==> src/rtl/lklock_pkg.sv <==
package lklock_pkg;

    typedef enum logic [1:0] {
        OP_LOAD  = 2'b00,
        OP_STORE = 2'b01,
        OP_CLOAD = 2'b10,
        OP_SCOND = 2'b11
    } lk_op_e;

    // bit 1 = inter-processor lock, bit 0 = intra-processor lock
    typedef enum logic [1:0] {
        LK_FREE  = 2'b00,
        LK_LOCAL = 2'b01,
        LK_STRAY = 2'b10,
        LK_HELD  = 2'b11
    } lk_state_e;

endpackage

==> src/rtl/lk_index.sv <==
module lk_index #(
    parameter int ADDR_W   = 32,
    parameter int OFFSET_W = 6,
    parameter int IDX_W    = 6
) (
    input  logic [ADDR_W-1:0] addr,
    output logic [IDX_W-1:0]  idx
);
    // line select sits directly above the byte offset
    assign idx = addr[OFFSET_W +: IDX_W];

    initial begin
        assert (OFFSET_W + IDX_W <= ADDR_W)
            else $error("a_r9_index_fits: index field exceeds address");
    end
endmodule

==> src/rtl/lk_rules.sv <==
module lk_rules
    import lklock_pkg::*;
(
    input  lk_op_e    op,
    input  lk_state_e cur,
    output lk_state_e nxt,
    output logic      ok
);
    always_comb begin
        nxt = cur;
        ok  = 1'b1;
        unique case (op)
            OP_LOAD: begin
                // touch: intra bit set, inter bit kept
                unique case (cur)
                    LK_FREE, LK_LOCAL: nxt = LK_LOCAL;
                    LK_STRAY, LK_HELD: nxt = LK_HELD;
                endcase
            end
            OP_STORE: begin
                // release
                nxt = LK_FREE;
            end
            OP_CLOAD: begin
                unique case (cur)
                    LK_FREE, LK_LOCAL: begin  // grab
                        nxt = LK_HELD;
                        ok  = 1'b1;
                    end
                    LK_STRAY, LK_HELD: begin  // refuse
                        nxt = cur;
                        ok  = 1'b0;
                    end
                endcase
            end
            OP_SCOND: begin
                // commit: test both bits, always clear
                ok  = (cur == LK_HELD);
                nxt = LK_FREE;
            end
        endcase
    end
endmodule

==> src/rtl/lk_array.sv <==
module lk_array
    import lklock_pkg::*;
#(
    parameter int NUM_LINES = 64,
    localparam int IDX_W    = $clog2(NUM_LINES)
) (
    input  logic             clk,
    input  logic             rst,
    input  logic             wr_en,
    input  logic [IDX_W-1:0] wr_idx,
    input  lk_state_e        wr_state,
    input  logic [IDX_W-1:0] rd_idx,
    output lk_state_e        rd_state,
    input  logic [IDX_W-1:0] pk_idx,
    output lk_state_e        pk_state
);
    lk_state_e line_q [NUM_LINES];

    // Same-cycle read-modify-write: the read is combinational from the
    // registered array, the write lands on the edge, so the next cycle's
    // read already sees it.
    always_ff @(posedge clk) begin
        if (rst) begin
            for (int i = 0; i < NUM_LINES; i++) line_q[i] <= LK_FREE;
        end else if (wr_en) begin
            line_q[wr_idx] <= wr_state;
        end
    end

    assign rd_state = line_q[rd_idx];
    assign pk_state = line_q[pk_idx];
endmodule

==> src/rtl/line_lock_unit.sv <==
module line_lock_unit
    import lklock_pkg::*;
#(
    parameter int ADDR_W     = 32,
    parameter int NUM_LINES  = 64,
    parameter int LINE_BYTES = 64
) (
    input  logic              clk,
    input  logic              rst,
    input  logic              req_valid,
    input  logic [1:0]        req_op,
    input  logic [ADDR_W-1:0] req_addr,
    output logic              resp_valid,
    output logic              resp_ok
);
    localparam int IDX_W    = $clog2(NUM_LINES);
    localparam int OFFSET_W = $clog2(LINE_BYTES);

    lk_op_e           op;
    logic [IDX_W-1:0] idx;
    lk_state_e        cur_state;
    lk_state_e        nxt_state;
    logic             rule_ok;

    // Request history kept for the checks below
    logic [IDX_W-1:0] last_idx;
    lk_op_e           last_op;
    lk_state_e        last_state;
    lk_state_e        peek_state;

    assign op = lk_op_e'(req_op);

    lk_index #(.ADDR_W(ADDR_W), .OFFSET_W(OFFSET_W), .IDX_W(IDX_W)) u_index (
        .addr (req_addr),
        .idx  (idx)
    );

    lk_array #(.NUM_LINES(NUM_LINES)) u_array (
        .clk      (clk),
        .rst      (rst),
        .wr_en    (req_valid),
        .wr_idx   (idx),
        .wr_state (nxt_state),
        .rd_idx   (idx),
        .rd_state (cur_state),
        .pk_idx   (last_idx),
        .pk_state (peek_state)
    );

    lk_rules u_rules (
        .op  (op),
        .cur (cur_state),
        .nxt (nxt_state),
        .ok  (rule_ok)
    );

    always_ff @(posedge clk) begin
        if (rst) begin
            resp_valid <= 1'b0;
            resp_ok    <= 1'b0;
        end else begin
            resp_valid <= req_valid;
            resp_ok    <= req_valid ? rule_ok : 1'b0;
        end
    end

    always_ff @(posedge clk) begin
        if (rst) begin
            last_idx   <= '0;
            last_op    <= OP_LOAD;
            last_state <= LK_FREE;
        end else if (req_valid) begin
            last_idx   <= idx;
            last_op    <= op;
            last_state <= cur_state;
        end
    end

    a_r10_resp_follows_req: assert property (@(posedge clk) disable iff (rst)
        req_valid |=> resp_valid);
    a_r10_no_spurious_resp: assert property (@(posedge clk) disable iff (rst)
        !req_valid |=> !resp_valid);
    a_r3_normal_never_fails: assert property (@(posedge clk) disable iff (rst)
        (resp_valid && (last_op == OP_LOAD || last_op == OP_STORE)) |-> resp_ok);
    a_r1_cload_grab: assert property (@(posedge clk) disable iff (rst)
        (resp_valid && last_op == OP_CLOAD && !last_state[1]) |-> (resp_ok && peek_state == LK_HELD));
    a_r2_cload_refuse_keeps: assert property (@(posedge clk) disable iff (rst)
        (resp_valid && last_op == OP_CLOAD && last_state[1]) |-> (!resp_ok && peek_state == last_state));
    a_r4_load_sets_intra: assert property (@(posedge clk) disable iff (rst)
        (resp_valid && last_op == OP_LOAD) |-> (peek_state[0] && peek_state[1] == last_state[1]));
    a_r5_store_clears: assert property (@(posedge clk) disable iff (rst)
        (resp_valid && last_op == OP_STORE) |-> (peek_state == LK_FREE));
    a_r6_scond_result: assert property (@(posedge clk) disable iff (rst)
        (resp_valid && last_op == OP_SCOND) |-> (resp_ok == (last_state == LK_HELD)));
    a_r7_scond_clears: assert property (@(posedge clk) disable iff (rst)
        (resp_valid && last_op == OP_SCOND) |-> (peek_state == LK_FREE));
endmodule

==> config.mk <==
export PLATFORM = sky130hd
export DESIGN_NAME = line_lock_unit
export DESIGN_NICKNAME = d
export VERILOG_FILES = /design/src/rtl/lklock_pkg.sv /design/src/rtl/lk_index.sv /design/src/rtl/lk_rules.sv /design/src/rtl/lk_array.sv /design/src/rtl/line_lock_unit.sv
export SDC_FILE = /design/constraint.sdc
export NUM_CORES = 1
export LEC_CHECK = 0
export ABC_AREA = 1
export BUFFER_PORTS_ARGS = -buffer_cell sky130_fd_sc_hd__buf_2
export CELL_PAD_IN_SITES_DETAIL_PLACEMENT = 0
export CELL_PAD_IN_SITES_GLOBAL_PLACEMENT = 2
export CORE_MARGIN = 2
export CORE_UTILIZATION = 34
export DETAILED_ROUTE_END_ITERATION = 12
export PLACE_DENSITY_LB_ADDON = 0.1
export RECOVER_POWER = 25
export SYNTH_ARGS = -nofsm -noshare
export SYNTH_HDL_FRONTEND = slang
export SYNTH_SLANG_ARGS = --single-unit
==> constraint.sdc <==
create_clock -name clk -period 2.2 [get_ports clk]
set_input_delay 0.55 -clock clk [delete_from_list [all_inputs] [get_ports clk]]
set_output_delay 0.55 -clock clk [all_outputs]
set_load 0.02 [all_outputs]
==> impl_metrics.csv <==
group,metric,value,unit
pwr,power_density,779,nW/um2
grt,grt_pass1_vias,5707,
sta,period_share,0.959,
pwr,total_power,6.64,mW
setup_path,end_kind,"register",
yosys,synth_top_area_frac,0.571,
cts,numCtsBuffers,17,
sta,final.setup_skew,10.8,ps
pwr,leakagePower,3.75,nW
outcome,status,"complete, no violations",
sta,finalHoldViolations,0,
cells_and_area,final_nets,937,
setup_path,required,2380,ps
cts,clock-sinks,130,
pwr,pwr-share-seq,0.425,
yosys,yosysMostFrequentCell,"nand2_1",
sta,clock.fmax,474,MHz
grt,antenna_found_initial,0,
pwr,p_switching,1.57,mW
place,hpwl,12800,um
yosys,postSynthNetCount,855,
pwr,irDropWorstVdd,0.000518,V
route,drt_iter0_markers,453,
route,wl_per_cell,16.7,um
route,ant_nets,0,
pwr,p_clk_frac,0.467,
yosys,async_flop_share,0,
cts,htree_levels,4,
route,vias,5524,
place,gp_congestion,0.783,
pwr,intPower,5.07,mW
yosys,ys_ff_latch,130,
grt,grt_max_degree,65,
yosys,ys_warn_count,0,
setup_path,arrival,2290,ps
cells_and_area,antenna_cells,0,
cells_and_area,fin_util,0.438,
setup_path,cp_max_fo,16,
sta,fin_setup_tns,0,ps
route,vias_per_cell,4.69,
grt,grt_use_total,0.199,
sta,tightest_slew,816,ps
yosys,ys_seq_area_frac,0.577,
route,drc,0,
sta,drv_slew,0,
die,die_w,145,um
yosys,synth_commonest_cells,"nand2_1 (424), nor2_1 (155), edfxtp_1 (128)",
sta,layout_min_cycle_time,2110,ps
yosys,synthCells,818,
sta,setup_slack,90.7,ps
cts,clk_pin_slew_worst_paths,60,ps
yosys,ys.flop_type,"edfxtp_1",
place,io_buffers,12,
sta,grt_setup_unrepaired,"yes",
place,placed_area,7560,um2
cts,clk_path_buf_depth,2,
yosys,syn-cell-area,6740,um2
yosys,synth_edf_count,128,
die,initial_core_util,0.346,
die,die_y,145,um
cts,cts_tree,"done",
sta,relSlewSlack,0.456,
yosys,syn_area_per_cell,8.24,um2
yosys,ys_types,24,
setup_path,startpoint_type,"input pin",
place,place_ws,-581,ps
die,io_pins,39,
sta,finalSetupViolations,0,
cells_and_area,area_growth,26.6,%
cts,insertion_delay,420,ps
pwr,combPwrFrac,0.108,
cells_and_area,fin_area,8530,um2
die,core,19500,um2
route,drt-pass1-iter-count,5,
die,rows,51,
route,routed_wl,19700,um
yosys,synth_area_leaders,"edfxtp_1 (57%), nand2_1 (24%), nor2_1 (8.6%), buf_6 (2.3%), o211ai_1 (1.1%)",
setup_path,crit_type,"input pin to register",
cts,cts_hold_buf,0,
die,die_area,21000,um2
grt,grt_overflow_total,0,
yosys,yosysTopAreaCell,"edfxtp_1",
pwr,switching_share,0.236,
grt,grt_pass1_wl,30600,um
cts,cts_root_buf,"clkbuf_16",
worst_hold_path,min_path_type,"input pin to register",
flow_run,max_cap_violations,0,
cells_and_area,drive_above_1_share,0.175,
==> layout by cell type (no fill, tap or decap), types with 7 or more instances in the layout <==
master / n
edfxtp_1: 128
buf_12: 11
buf_4: 66
nor2_1: 143
clkbuf_16: 22
nor2_2: 10
o211ai_1: 10
buf_6: 7
inv_1: 18
nand2_1: 421
clkbuf_1: 7
buf_2: 8
==> stage by stage <==
step | hold WS, ps | std cells
after floorplan | 724 | 818
after global placement | 952 | 1133
after detailed placement | 938 | 1133
after CTS | 499 | 1167
after global routing | 533 | 1178
final | 511 | 1178
==> metal layers <==
layer / global-route usage / routed length (um) / vias to the layer above
li1: - / - / 2768
met1: 0.256 / 8880 / 2653
met2: 0.341 / 9850 / 93
met3: 0.0415 / 834 / 10
met4: 0.0501 / 137 / 0
met5: 0 / 0 / -
==> flip-flops by register name, summed over array words and instances (netlist names) <==
register        cells
resp_ok             1
u_array.line_q    128
resp_valid          1
==> critical path: stages <==
cell and delay [ps]:
buf_12 130, buf_6 160, nor2_1 110, nor2_1 40
o21ai_1 110, nand2_1 90, o21ai_2 190, nand2_1 70
inv_1 60, nand2_2 60, nor2_4 130, nand3_2 90
nand2_4 150, buf_12 130, clkbuf_16 140, nor2_1 40
==> kinds of logic (layout without fill, tap and decap cells) <==
family                 count (synthesis)  in the layout  share of synthesized area
AOI/OAI and AO/OA                     21             21                     0.0210
DFF                                  130            130                      0.577
buffers and inverters                 67            162                     0.0565
and+or+nand+nor                      600            600                      0.346
==> final cells by class <==
cell class / instances / area, um2
Fill cell: 1970 / 10900
Sequential cell: 130 / 3880
Multi-Input combinational cell: 621 / 2520
Timing Repair Buffer: 107 / 1060
Clock buffer: 17 / 425
Tap cell: 265 / 332
Clock inverter: 15 / 214
Inverter: 23 / 91.3
==> power groups by stage <==
stage          clock [mW]  combinational [mW]  sequential, mW
4_1_cts              3.15               0.655            2.82
3_3_place_gp            0               0.615            2.87
3_5_place_dp            0               0.622            2.87
6_report             3.10               0.719            2.82
2_1_floorplan           0               0.380            2.87
5_1_grt              3.27               0.792            2.83
==> timing repair <==
action / 4_1_cts / 5_1_grt
buffers inserted: 1 / 7
resized for setup: 20 / 24
cloned: 1 / 5
setup endpoints to repair: 123 / 127
pin swaps: 2 / 11
==> worst paths after layout <==
path	startpoint	endpoint	slack [ps]	cells after the start
worst min register to register	u_array.line_q[16][0]	u_array.line_q[16][0]	1130	10
worst max-delay path	req_addr[6]	u_array.line_q[39][0]	90	16
worst max register to register	u_array.line_q[18][0]	u_array.line_q[39][0]	160	13
worst min-delay path	req_op[0]	resp_ok	510	5
No activity file was read; power rests on OpenSTA's default activity.
